### src/rtl/dmac_pkg.sv
package dmac_pkg;

    typedef enum logic [1:0] {
        S_IDLE  = 2'd0,
        S_READ  = 2'd1,
        S_WRITE = 2'd2,
        S_HOLD  = 2'd3
    } dmac_state_t;

    // control byte: bit7 direction, bits6:5 spare, bit4 step down, bit3 hold, bits2:0 mode
    typedef struct packed {
        logic       to_a;
        logic [1:0] spare;
        logic       step_dn;
        logic       hold_a;
        logic [2:0] mode;
    } dmac_ctrl_t;

    // per-byte offset added to the port for byte number idx (mod 4)
    function automatic logic [1:0] b_offset(input logic [2:0] mode, input logic [1:0] idx);
        logic [2:0] m;
        logic [1:0] off;
        m = (mode[2] && (mode[1:0] != 2'b00)) ? {1'b0, mode[1:0]} : mode;
        case (m)
            3'b001:  off = {1'b0, idx[0]};
            3'b011:  off = {1'b0, idx[1]};
            3'b100:  off = idx;
            default: off = 2'd0;
        endcase
        return off;
    endfunction

endpackage

### src/rtl/dmac_regs.sv
module dmac_regs
    import dmac_pkg::*;
#(
    parameter int PAGE_W = 16,
    parameter int BANK_W = 8,
    parameter int CNT_W  = 16
) (
    input  logic              clk,
    input  logic              rst_n,
    input  logic              we,
    input  logic [2:0]        addr,
    input  logic [7:0]        wdata,
    input  logic              lock,
    input  logic              step,
    output dmac_ctrl_t        ctrl_o,
    output logic [7:0]        port_o,
    output logic [PAGE_W-1:0] page_o,
    output logic [BANK_W-1:0] bank_o,
    output logic [CNT_W-1:0]  cnt_o,
    output logic [7:0]        rdata_o
);

    dmac_ctrl_t        ctrl_q;
    logic [7:0]        port_q;
    logic [PAGE_W-1:0] page_q;
    logic [BANK_W-1:0] bank_q;
    logic [CNT_W-1:0]  cnt_q;

    always_ff @(posedge clk) begin
        if (!rst_n) begin
            ctrl_q <= '0;
            port_q <= '0;
            page_q <= '0;
            bank_q <= '0;
            cnt_q  <= '0;
        end else if (we && !lock) begin
            unique case (addr)
                3'd0: ctrl_q       <= dmac_ctrl_t'(wdata);
                3'd1: port_q       <= wdata;
                3'd2: page_q[7:0]  <= wdata;
                3'd3: page_q[15:8] <= wdata;
                3'd4: bank_q       <= wdata;
                3'd5: cnt_q[7:0]   <= wdata;
                3'd6: cnt_q[15:8]  <= wdata;
                default: ;
            endcase
        end else if (step) begin
            if (!ctrl_q.hold_a)
                page_q <= ctrl_q.step_dn ? page_q - 1'b1 : page_q + 1'b1;
            cnt_q <= cnt_q - 1'b1;
        end
    end

    always_comb begin
        unique case (addr)
            3'd0:    rdata_o = ctrl_q;
            3'd1:    rdata_o = port_q;
            3'd2:    rdata_o = page_q[7:0];
            3'd3:    rdata_o = page_q[15:8];
            3'd4:    rdata_o = bank_q;
            3'd5:    rdata_o = cnt_q[7:0];
            3'd6:    rdata_o = cnt_q[15:8];
            default: rdata_o = 8'h00;
        endcase
    end

    assign ctrl_o = ctrl_q;
    assign port_o = port_q;
    assign page_o = page_q;
    assign bank_o = bank_q;
    assign cnt_o  = cnt_q;

    p_cnt_step_r10: assert property (@(posedge clk) disable iff (!rst_n)
        step |=> cnt_q == $past(cnt_q) - 1'b1);
    p_bank_hold_r9: assert property (@(posedge clk) disable iff (!rst_n)
        step |=> bank_q == $past(bank_q));
    p_fixed_page_r8: assert property (@(posedge clk) disable iff (!rst_n)
        (step && ctrl_q.hold_a) |=> page_q == $past(page_q));
    p_locked_r12: assert property (@(posedge clk) disable iff (!rst_n)
        (lock && we) |=> (ctrl_q == $past(ctrl_q) && port_q == $past(port_q)
                          && bank_q == $past(bank_q)));

endmodule

### src/rtl/dmac_seq.sv
module dmac_seq
    import dmac_pkg::*;
#(
    parameter int BUD_W = 16
) (
    input  logic             clk,
    input  logic             rst_n,
    input  logic             go,
    input  logic [BUD_W-1:0] budget,
    input  logic             last,
    output dmac_state_t      state_o,
    output logic             step_o,
    output logic             done_o,
    output logic             busy_o,
    output logic             fresh_o
);

    localparam logic [BUD_W-1:0] CYC = BUD_W'(2);

    dmac_state_t      state, nxt;
    logic [BUD_W-1:0] bud;
    logic             done_q;

    always_ff @(posedge clk) begin
        if (!rst_n) begin
            state  <= S_IDLE;
            bud    <= '0;
            done_q <= 1'b0;
        end else begin
            state  <= nxt;
            done_q <= (state == S_WRITE) && last;
            if ((state == S_IDLE || state == S_HOLD) && go)
                bud <= budget - CYC;
            else if (state == S_WRITE && nxt == S_READ)
                bud <= bud - CYC;
        end
    end

    always_comb begin
        nxt = state;
        unique case (state)
            S_IDLE, S_HOLD: if (go) nxt = (budget >= CYC) ? S_READ : S_HOLD;
            S_READ:         nxt = S_WRITE;
            S_WRITE: begin
                if (last)            nxt = S_IDLE;
                else if (bud >= CYC) nxt = S_READ;
                else                 nxt = S_HOLD;
            end
            default:        nxt = S_IDLE;
        endcase
    end

    always_comb begin
        state_o = state;
        step_o  = (state == S_WRITE);
        busy_o  = (state != S_IDLE);
        fresh_o = (state == S_IDLE) && go;
        done_o  = done_q;
    end

    p_read_write_r3: assert property (@(posedge clk) disable iff (!rst_n)
        state == S_READ |=> state == S_WRITE);
    p_done_single_r11: assert property (@(posedge clk) disable iff (!rst_n)
        done_q |=> !done_q);
    p_done_idle_r11: assert property (@(posedge clk) disable iff (!rst_n)
        done_q |-> state == S_IDLE);
    p_hold_start_r13: assert property (@(posedge clk) disable iff (!rst_n)
        (state == S_HOLD && go && budget < CYC) |=> state == S_HOLD);

endmodule

### src/rtl/dmac_channel.sv
module dmac_channel
    import dmac_pkg::*;
#(
    parameter int         BUD_W  = 16,
    parameter logic [7:0] B_PAGE = 8'h21
) (
    input  logic             clk,
    input  logic             rst_n,
    input  logic             reg_we,
    input  logic [2:0]       reg_addr,
    input  logic [7:0]       reg_wdata,
    output logic [7:0]       reg_rdata,
    input  logic             go,
    input  logic [BUD_W-1:0] budget,
    output logic             busy,
    output logic             done,
    output logic [23:0]      a_addr,
    output logic             a_rd,
    output logic             a_wr,
    output logic [7:0]       a_wdata,
    input  logic [7:0]       a_rdata,
    output logic [15:0]      b_addr,
    output logic             b_rd,
    output logic             b_wr,
    output logic [7:0]       b_wdata,
    input  logic [7:0]       b_rdata
);

    localparam int PAGE_W = 16;
    localparam int BANK_W = 8;
    localparam int CNT_W  = 16;

    dmac_ctrl_t        ctrl;
    logic [7:0]        port;
    logic [PAGE_W-1:0] page;
    logic [BANK_W-1:0] bank;
    logic [CNT_W-1:0]  cnt;
    dmac_state_t       state;
    logic              step, fresh;
    logic [1:0]        idx;
    logic [7:0]        hold_byte;

    dmac_regs #(.PAGE_W(PAGE_W), .BANK_W(BANK_W), .CNT_W(CNT_W)) u_regs (
        .clk(clk), .rst_n(rst_n), .we(reg_we), .addr(reg_addr), .wdata(reg_wdata),
        .lock(busy), .step(step), .ctrl_o(ctrl), .port_o(port), .page_o(page),
        .bank_o(bank), .cnt_o(cnt), .rdata_o(reg_rdata)
    );

    dmac_seq #(.BUD_W(BUD_W)) u_seq (
        .clk(clk), .rst_n(rst_n), .go(go), .budget(budget),
        .last(cnt == CNT_W'(1)), .state_o(state), .step_o(step),
        .done_o(done), .busy_o(busy), .fresh_o(fresh)
    );

    always_ff @(posedge clk) begin
        if (!rst_n) begin
            idx       <= '0;
            hold_byte <= '0;
        end else begin
            if (fresh)     idx <= '0;
            else if (step) idx <= idx + 1'b1;
            if (state == S_READ)
                hold_byte <= ctrl.to_a ? b_rdata : a_rdata;
        end
    end

    always_comb begin
        a_addr  = {bank, page};
        b_addr  = {B_PAGE, port + {6'd0, b_offset(ctrl.mode, idx)}};
        a_rd    = (state == S_READ)  && !ctrl.to_a;
        b_rd    = (state == S_READ)  &&  ctrl.to_a;
        a_wr    = (state == S_WRITE) &&  ctrl.to_a;
        b_wr    = (state == S_WRITE) && !ctrl.to_a;
        a_wdata = hold_byte;
        b_wdata = hold_byte;
    end

    p_one_strobe_r3: assert property (@(posedge clk) disable iff (!rst_n)
        $onehot0({a_rd, a_wr, b_rd, b_wr}));
    p_a_to_b_r4: assert property (@(posedge clk) disable iff (!rst_n)
        a_rd |=> (b_wr && b_wdata == $past(a_rdata)));
    p_b_to_a_r4: assert property (@(posedge clk) disable iff (!rst_n)
        b_rd |=> (a_wr && a_wdata == $past(b_rdata)));

endmodule

### config.mk
export PLATFORM = sky130hd
export DESIGN_NAME = dmac_channel
export DESIGN_NICKNAME = d
export VERILOG_FILES = /design/src/rtl/dmac_pkg.sv /design/src/rtl/dmac_regs.sv /design/src/rtl/dmac_seq.sv /design/src/rtl/dmac_channel.sv
export SDC_FILE = /design/constraint.sdc
export NUM_CORES = 1
export LEC_CHECK = 0
export ABC_AREA = 1
export ABC_CLOCK_PERIOD_IN_PS = 2920
export BUFFER_PORTS_ARGS = -buffer_cell sky130_fd_sc_hd__buf_2
export CAP_MARGIN = 20
export CELL_PAD_IN_SITES_DETAIL_PLACEMENT = 1
export CELL_PAD_IN_SITES_GLOBAL_PLACEMENT = 2
export CORE_MARGIN = 3
export CORE_UTILIZATION = 32
export DETAILED_ROUTE_END_ITERATION = 16
export PLACE_DENSITY = 0.84
export SLEW_MARGIN = 20
export SYNTH_ARGS = -nofsm -noshare
export SYNTH_HDL_FRONTEND = slang
export SYNTH_SLANG_ARGS = --single-unit
### constraint.sdc
create_clock -name clk -period 2.92 [get_ports clk]
set_input_delay 0.584 -clock clk [delete_from_list [all_inputs] [get_ports clk]]
set_output_delay 0.584 -clock clk [all_outputs]
set_load 0.01 [all_outputs]
# Word level (Yosys, flattened, before mapping)
# Cells that the tools add are included.
# word_totals
out_inout_bits	70
latchBits	0
romBits	0
reg_bits	85
input_bits	47
memories	0
ramBits	0
wordCells	94
# op_classes
addsub	7
mul	0
reduce_logical	28
muxes	21
bitwise	1
eq_ne	19
magnitude_cmp	2
div_mod_pow	0
shift	0
# ops
cell	count
$mux 16	8
$pmux 8 s7	1
$mux 8	5
$ge 16x2->1 const B	2
$sub 16x1->16 const B	2
$sub 16x2->16 const B	2
$add 16x1->16 const B	1
$eq 16x1->1 const B	1
$eq 3x3->1 const B	4
$pmux 2 s3	2
$logic_and 1x1->1	10
$ne 2x2->1 const B	5
$reduce_and 2->1	5
$eq 3x2->1 const B	3
$add 8x2->8	1
$mux 2	4
$reduce_bool 2->1	4
$eq 3x1->1 const B	2
$reduce_and 3->1	2
$eq 2x1->1 const B	2
$eq 2x2->1 const B	2
$reduce_or 2->1	2
$logic_not 3->1	1
$mux 3	1
5 further kinds	6

# Logic depth before layout (Yosys ltp)
# Gate-level depths: netlist of the first run.
# depth
depth_word	8
mapped_depth	14
mapped_depth_nobuf	13

# Modules after synthesis
# From an unflattened synthesis of the first run, not the netlist that was laid out.
# hier_totals
hier_cells	1045
hier_area_um2	6389.9
# modules_own_cells
mod	instances	area_each_um2	cells_each
dmac_regs	1	3801.1	595
dmac_seq	1	1684.1	298
dmac_channel	1	904.6	152

# Least setup slack after synthesis of the first run
# OpenSTA, ideal clock, no wires.
# synth_timing
path_kind	flip-flop to output port
startpoint	register u_regs.ctrl_q (netlist bit u_regs.ctrl_o[2])
endpoint	output b_addr[7]
t_required_ps	2336
t_arrival_ps	1658
stages_incl_launch_ff	10
setup_slack_ps	678
cell_sequence	dfxtp_1 inv_1 nor4_1 ha_1 a21oi_1 nor2_1 nand2_1 nor2_1 nand3_1 xor2_1
# synth_between
elab_chain_cells	5
# synth_rtl
item	line_no	text
from (decl)	dmac_regs.sv:23	dmac_ctrl_t ctrl_q;
from (signal assigned)	dmac_regs.sv:38	3'd0: ctrl_q <= dmac_ctrl_t'(wdata);
$logic_and 1x1->1	dmac_pkg.sv:23	m = (mode[2] && (mode[1:0] != 2'b00)) ? {1'b0, mode[1:0]} : mode;
$mux 3 (*)	dmac_pkg.sv:23	
$eq 3x3->1 (tied with other cells)	dmac_pkg.sv:24	case (m)
$pmux 2 s3 (*)	dmac_pkg.sv:24	
$add 8x2->8 (*)	dmac_channel.sv:69	b_addr = {B_PAGE, port + {6'd0, b_offset(ctrl.mode, idx)}};
to (decl)	dmac_channel.sv:22	output logic [15:0] b_addr,
# Every way passes the cells marked *; elsewhere a longest branch is shown, timed or not.

# Worst setup path after layout of the first run
# layout_timing
startpoint	register u_regs.ctrl_q (netlist bit u_regs.ctrl_o[1])
endpoint	output b_addr[6]
# layout_between
elab_chain_cells	6
# layout_rtl
item	line_no
$reduce_bool 2->1	dmac_pkg.sv:23
$logic_and 1x1->1	dmac_pkg.sv:23
$mux 3 (*)	dmac_pkg.sv:23
$eq 3x3->1 (tied with other cells)	dmac_pkg.sv:24
$pmux 2 s3 (*)	dmac_pkg.sv:24
$add 8x2->8 (*)	dmac_channel.sv:69
# Marks and branches as above.

==> results of run 1 <==
-- path summary, 6_finish.rpt --
| check | startpoint | end | slack (ns) |
|---|---|---|---|
| setup / recovery | u_regs.ctrl_o[1]$_SDFFE_PN0P_ | b_addr[6] | 0.23 |
| setup reg to reg | u_regs.ctrl_o[4]$_SDFFE_PN0P_ | u_regs.page_o[8]$_SDFFE_PN0P_ | 0.50 |
| hold / removal | u_regs.ctrl_o[6]$_SDFFE_PN0P_ | u_regs.ctrl_o[6]$_SDFFE_PN0P_ | 0.47 |
| hold reg to reg | u_regs.ctrl_o[6]$_SDFFE_PN0P_ | u_regs.ctrl_o[6]$_SDFFE_PN0P_ | 0.47 |
-- synth_stat cells (6+ instances only) --
| library cell | instances | area share (%) |
|---|---|---|
| o22ai_1 | 11 | 1.2 |
| nand4_1 | 8 | 0.84 |
| nor2_2 | 7 | 0.73 |
| clkbuf_1 | 14 | 0.88 |
| xor2_1 | 23 | 3.4 |
| inv_2 | 17 | 1.1 |
| buf_2 | 6 | 0.50 |
| nand2_1 | 215 | 14 |
| o21ai_0 | 46 | 3.9 |
| a221oi_1 | 8 | 1.2 |
| ha_1 | 23 | 4.8 |
| buf_4 | 18 | 2.3 |
| dfxtp_1 | 84 | 28 |
| nand3_1 | 58 | 4.9 |
| a21oi_1 | 71 | 5.9 |
| o21ai_1 | 35 | 2.9 |
| a31oi_1 | 20 | 2.1 |
| nor2_1 | 111 | 7.0 |
| nor3_1 | 12 | 1.0 |
| inv_1 | 99 | 6.2 |
-- kinds of logic after synthesis --
logic type	share of synthesized area, %
adder cells (fa/ha/maj)	5.49
buffers and inverters	12.2
other	0.126
XOR/XNOR	3.96
AO/OA/AOI/OAI	19.8
flip-flops	28.1
AND/OR/NAND/NOR	30.2
-- critical path: stages, from the launching register on --
cell and delay [ns]:
dfxtp_2 0.37, inv_1 0.08, o31ai_1 0.23, ha_1 0.22
fa_1 0.22, nand3_1 0.12, nor3_1 0.20, xor2_1 0.16
buf_2 0.14
-- power by group --
part / total [W] / internal (W) / leakage [nW] / switching [W]
clock: 0.00118 / 0.000668 / 0.146 / 0.000517
combinational: 0.00322 / 0.00111 / 2.62 / 0.00211
sequential: 0.00179 / 0.00145 / 0.688 / 0.000339
-- flip-flops by register name (all words and copies together), names as in the netlist --
| signal | count |
|---|---|
| a_wdata | 8 |
| u_seq.done_o | 1 |
| u_regs.port_o | 8 |
| idx | 2 |
| u_regs.page_o | 16 |
| u_regs.cnt_o | 16 |
| u_regs.ctrl_o | 8 |
| u_seq.state_o | 2 |
| u_regs.bank_o | 8 |
| u_seq.bud | 15 |
-- layer usage --
metal	vias to the layer above	routed length, um	global-route usage (%)
li1	3259	-	-
met1	3031	9750	28.2
met2	129	10100	34.9
met3	22	930	2.51
met4	0	332	6.65
met5	-	0	0
-- final cells by class --
| class | count | area (um2) |
|---|---|---|
| Clock inverter | 7 | 77.6 |
| Tap cell | 229 | 287 |
| Fill cell | 2437 | 11200 |
| Sequential cell | 84 | 1680 |
| Clock buffer | 9 | 225 |
| Timing Repair Buffer | 117 | 621 |
| Inverter | 120 | 460 |
| Multi-Input combinational cell | 697 | 3600 |
-- repair_timing --
action / 4_1_cts / 5_1_grt
resized for setup: 1 / 3
setup endpoints to repair: 1 / 1
pin swaps: 0 / 0
-- through the flow --
step	util [%]	area [um2]	std cells
after floorplan	-	6000	946
after global placement	36.6	6630	1247
after detailed placement	36.6	6630	1247
after CTS	38.3	6940	1263
after global routing	38.3	6950	1263
final	38.3	6950	1263
==> results.sh, run 1 <==
export IMPL_status="finished clean"
export IMPL_first_pass_iters=5
export IMPL_grt_max_degree=60
export IMPL_fin_tns_setup_ns=0
export IMPL_synth_cell_type_count=47
export IMPL_insertion_delay_ns=0.35
export IMPL_syn_inst=940
export IMPL_drive_above_1_share_pct=16.7
export IMPL_cts_buffers=9
export IMPL_setup_ws_ns=0.234
export IMPL_layout_min_cycle_time_ns=2.69
export IMPL_wl_per_cell_um=16.8
export IMPL_crit_path_end_kind="output port"
export IMPL_setup_violations=0
export IMPL_finalMaxSlewViolations=0
export IMPL_track_usage_pct=20.9
export IMPL_critPathMaxFanout=3
export IMPL_grt_overflow_total=0
export IMPL_cts_tree="yes"
export IMPL_port_buffers=108
export IMPL_syn_area_um2=5970
export IMPL_num_rows=49
export IMPL_grt_pass1_vias=6211
export IMPL_hold_viol_final=0
export IMPL_final_common_cell="nand2_1"
export IMPL_cp_required_ns=2.34
export IMPL_critPathKind="flop to output port"
export IMPL_clk_pin_slew_ns=0.07
export IMPL_place_gp_congestion=0.901
export IMPL_cts_sinks=84
export IMPL_grt_pass1_wl_mm=33.8
export IMPL_core_um2=18100
export IMPL_synth_edff_count=0
export IMPL_die_area_um2=20300
export IMPL_final_antenna_net_count=0
export IMPL_min_period_over_period_pct=92.0
export IMPL_first_iter_violations=336
export IMPL_ios=117
export IMPL_report_power_total_w=0.00619
export IMPL_yosysWarningCount=0
export IMPL_area_growth_syn_to_layout_pct=16.4
export IMPL_rr_worst_depth=9
export IMPL_peakVddDrop_mv=0.330
export IMPL_whs_path_depth=2
export IMPL_cts_root_buffer="clkbuf_16"
export IMPL_dp_slack_ns=0.345
export IMPL_synth_seq_area_share_pct=28.1
export IMPL_clock_skew_ns=0.00852
export IMPL_h_tree_depth=3
export IMPL_hpwl_mm=16.8
export IMPL_maxCapViolCount=0
export IMPL_num_antenna_cells=0
export IMPL_p_per_area_nw_per_um2=891
export IMPL_routed_wl_mm=21.2
export IMPL_synth_avg_cell_area_um2=6.36
export IMPL_hold_path_class="flop to flop"
export IMPL_leakage_nw=3.45
export IMPL_start_kind="flop"
export IMPL_hold_ws_ns=0.465
export IMPL_cp_arrival_ns=2.10
export IMPL_yosys_most_used_dff="dfxtp_1"
export IMPL_finalNetCount=1101
export IMPL_cts_hold_buf=0
export IMPL_ys_seq_elements=84
export IMPL_fp_dieH_um=143
export IMPL_max_freq_mhz=372
export IMPL_post_cts_repair_setup_buffers=0
export IMPL_viasPerCell=5.10
export IMPL_cts_buffer_depth=2
export IMPL_route_detailed_drc=0
export IMPL_die_w_um=143
export IMPL_vias=6441
export IMPL_grt_setup_unrepaired="false"
export IMPL_tightestPinTransition_ns=0.629
export IMPL_initial_core_util_pct=32.9
export IMPL_slew_headroom_pct=58.0
export IMPL_layout_common_cells="nand2_1, nor2_1, buf_2"
export IMPL_antenna_found_initial=0
export IMPL_async_flop_share_pct=0
No activity file was read; power rests on OpenSTA's default activity.
==> run 2: changes to the inputs <==
Settings changed: RECOVER_POWER from default to 50.
==> run 2 against run 1 <==
Compared with the run above:
- clock skew shrank 0.0013 ns
- routed wire length grew 0.13%
- first-iteration DRC count grew 2.4%
- clock power is essentially flat
- global-route usage is the same
- clock-buffer cell count is the same
- register-to-register slack is essentially flat
- hold slack is essentially flat
- critical path depth is the same
- setup slack lost 0.0030 ns
- combinational power shrank 2%
==> results.sh, run 2 (same netlist as run 1, synthesis figures left out) <==
export IMPL_die_area_um2=20300
export IMPL_fp_dieH_um=143
export IMPL_clock_skew_ns=0.00727
export IMPL_setup_violations=0
export IMPL_area_growth_syn_to_layout_pct=15.1
export IMPL_layout_common_cells="nand2_1, nor2_1, inv_1"
export IMPL_fill_cells=2450
export IMPL_grt_pass1_wl_mm=33.8
export IMPL_initial_core_util_pct=32.9
export IMPL_cts_sinks=84
export IMPL_insertion_delay_ns=0.35
export IMPL_track_usage_pct=20.9
export IMPL_port_buffers=108
export IMPL_start_kind="flop"
export IMPL_num_antenna_cells=0
export IMPL_vias=6430
export IMPL_finalMaxSlewViolations=0
export IMPL_cp_arrival_ns=2.11
export IMPL_final_seq_area_um2=1680
export IMPL_min_period_over_period_pct=92.1
export IMPL_viasPerCell=5.09
export IMPL_cts_hold_buf=0
export IMPL_hold_path_class="flop to flop"
export IMPL_finalNetCount=1101
export IMPL_grt_setup_unrepaired="false"
export IMPL_maxCapViolCount=0
export IMPL_cts_root_buffer="clkbuf_16"
export IMPL_grt_max_degree=60
export IMPL_num_rows=49
export IMPL_routed_wl_mm=21.2
export IMPL_grt_overflow_total=0
export IMPL_peakVddDrop_mv=0.333
export IMPL_cts_tree="yes"
export IMPL_cts_buffer_depth=2
export IMPL_max_freq_mhz=372
export IMPL_drive_above_1_share_pct=12.2
export IMPL_fin_tns_setup_ns=0
export IMPL_wl_per_cell_um=16.8
export IMPL_first_pass_iters=4
export IMPL_critPathKind="flop to output port"
export IMPL_slew_headroom_pct=23.5
export IMPL_layout_min_cycle_time_ns=2.69
export IMPL_route_detailed_drc=0
export IMPL_multiInputGateArea_um2=3600
export IMPL_final_common_cell="nand2_1"
export IMPL_p_per_area_nw_per_um2=894
export IMPL_final_antenna_net_count=0
export IMPL_grt_pass1_vias=6211
export IMPL_die_w_um=143
export IMPL_place_gp_congestion=0.901
export IMPL_leakage_nw=3.27
export IMPL_hold_viol_final=0
export IMPL_critPathMaxFanout=3
export IMPL_cp_required_ns=2.34
export IMPL_antenna_found_initial=0
export IMPL_cts_buffers=9
export IMPL_tightestPinTransition_ns=1.15
export IMPL_ios=117
export IMPL_first_iter_violations=344
export IMPL_core_um2=18100
export IMPL_h_tree_depth=3
export IMPL_crit_path_end_kind="output port"
export IMPL_clk_pin_slew_ns=0.07
export IMPL_status="finished clean"
export IMPL_hpwl_mm=16.8
export IMPL_final_core_util_pct=37.9
run 2: report_power, final:
part	total, W	internal (W)	leakage, nW	switching [W]
registers	0.00179	0.00145	0.688	0.000346
clock network	0.00118	0.000667	0.146	0.000516
logic	0.00317	0.00106	2.44	0.00211
total	0.00615	0.00318	3.27	0.00297
run 2: metrics by stage:
stage | total power [W] | std cells | hold WS, ns | cell area (um2) | setup slack, ns
floorplan | 0.00412 | 946 | 0.430 | 6000 | 0.678
global placement | 0.00501 | 1247 | 0.441 | 6630 | 0.329
detailed placement | 0.00505 | 1247 | 0.453 | 6630 | 0.345
CTS | 0.00626 | 1263 | 0.464 | 6940 | 0.109
global route | 0.00676 | 1263 | 0.504 | 6880 | 0.0174
finish | 0.00615 | 1263 | 0.465 | 6880 | 0.231
run 2: path summary, 6_finish.rpt:
check,start,to,slack (ns),cells past startpoint
max,u_regs.ctrl_o[1]$_SDFFE_PN0P_,b_addr[6],0.23,8
min,u_regs.ctrl_o[6]$_SDFFE_PN0P_,u_regs.ctrl_o[6]$_SDFFE_PN0P_,0.47,2
max reg2reg,u_regs.ctrl_o[4]$_SDFFE_PN0P_,u_regs.page_o[8]$_SDFFE_PN0P_,0.49,9
min reg2reg,u_regs.ctrl_o[6]$_SDFFE_PN0P_,u_regs.ctrl_o[6]$_SDFFE_PN0P_,0.47,2
run 2: final cells by class:
cell class | instances | share of cell area [%]
Clock inverter | 7 | 1.13
Multi-Input combinational cell | 697 | 52.3
Sequential cell | 84 | 24.5
Tap cell | 229 | 4.17
Timing Repair Buffer | 117 | 7.93
Inverter | 120 | 6.70
Clock buffer | 9 | 3.28
run 2: repair_timing:
item                       4_1_cts  5_1_grt
buffers inserted                 0        0
setup endpoints to repair        1        1
gates resized for setup          1        3
run 2: critical path, cell delays in order, from the launching register on:
cell and delay, ns:
dfxtp_2 0.37, inv_1 0.08, o31ai_1 0.23, ha_1 0.22
fa_1 0.22, nand3_1 0.12, nor3_1 0.20, xor2_1 0.16
buf_2 0.14
run 2: layer usage:
| metal | wire length, um | global-route usage (%) |
|---|---|---|
| met3 | 1140 | 2.51 |
| met1 | 9590 | 28.2 |
| met4 | 344 | 6.65 |
| met5 | 0 | 0 |
| met2 | 10100 | 34.9 |
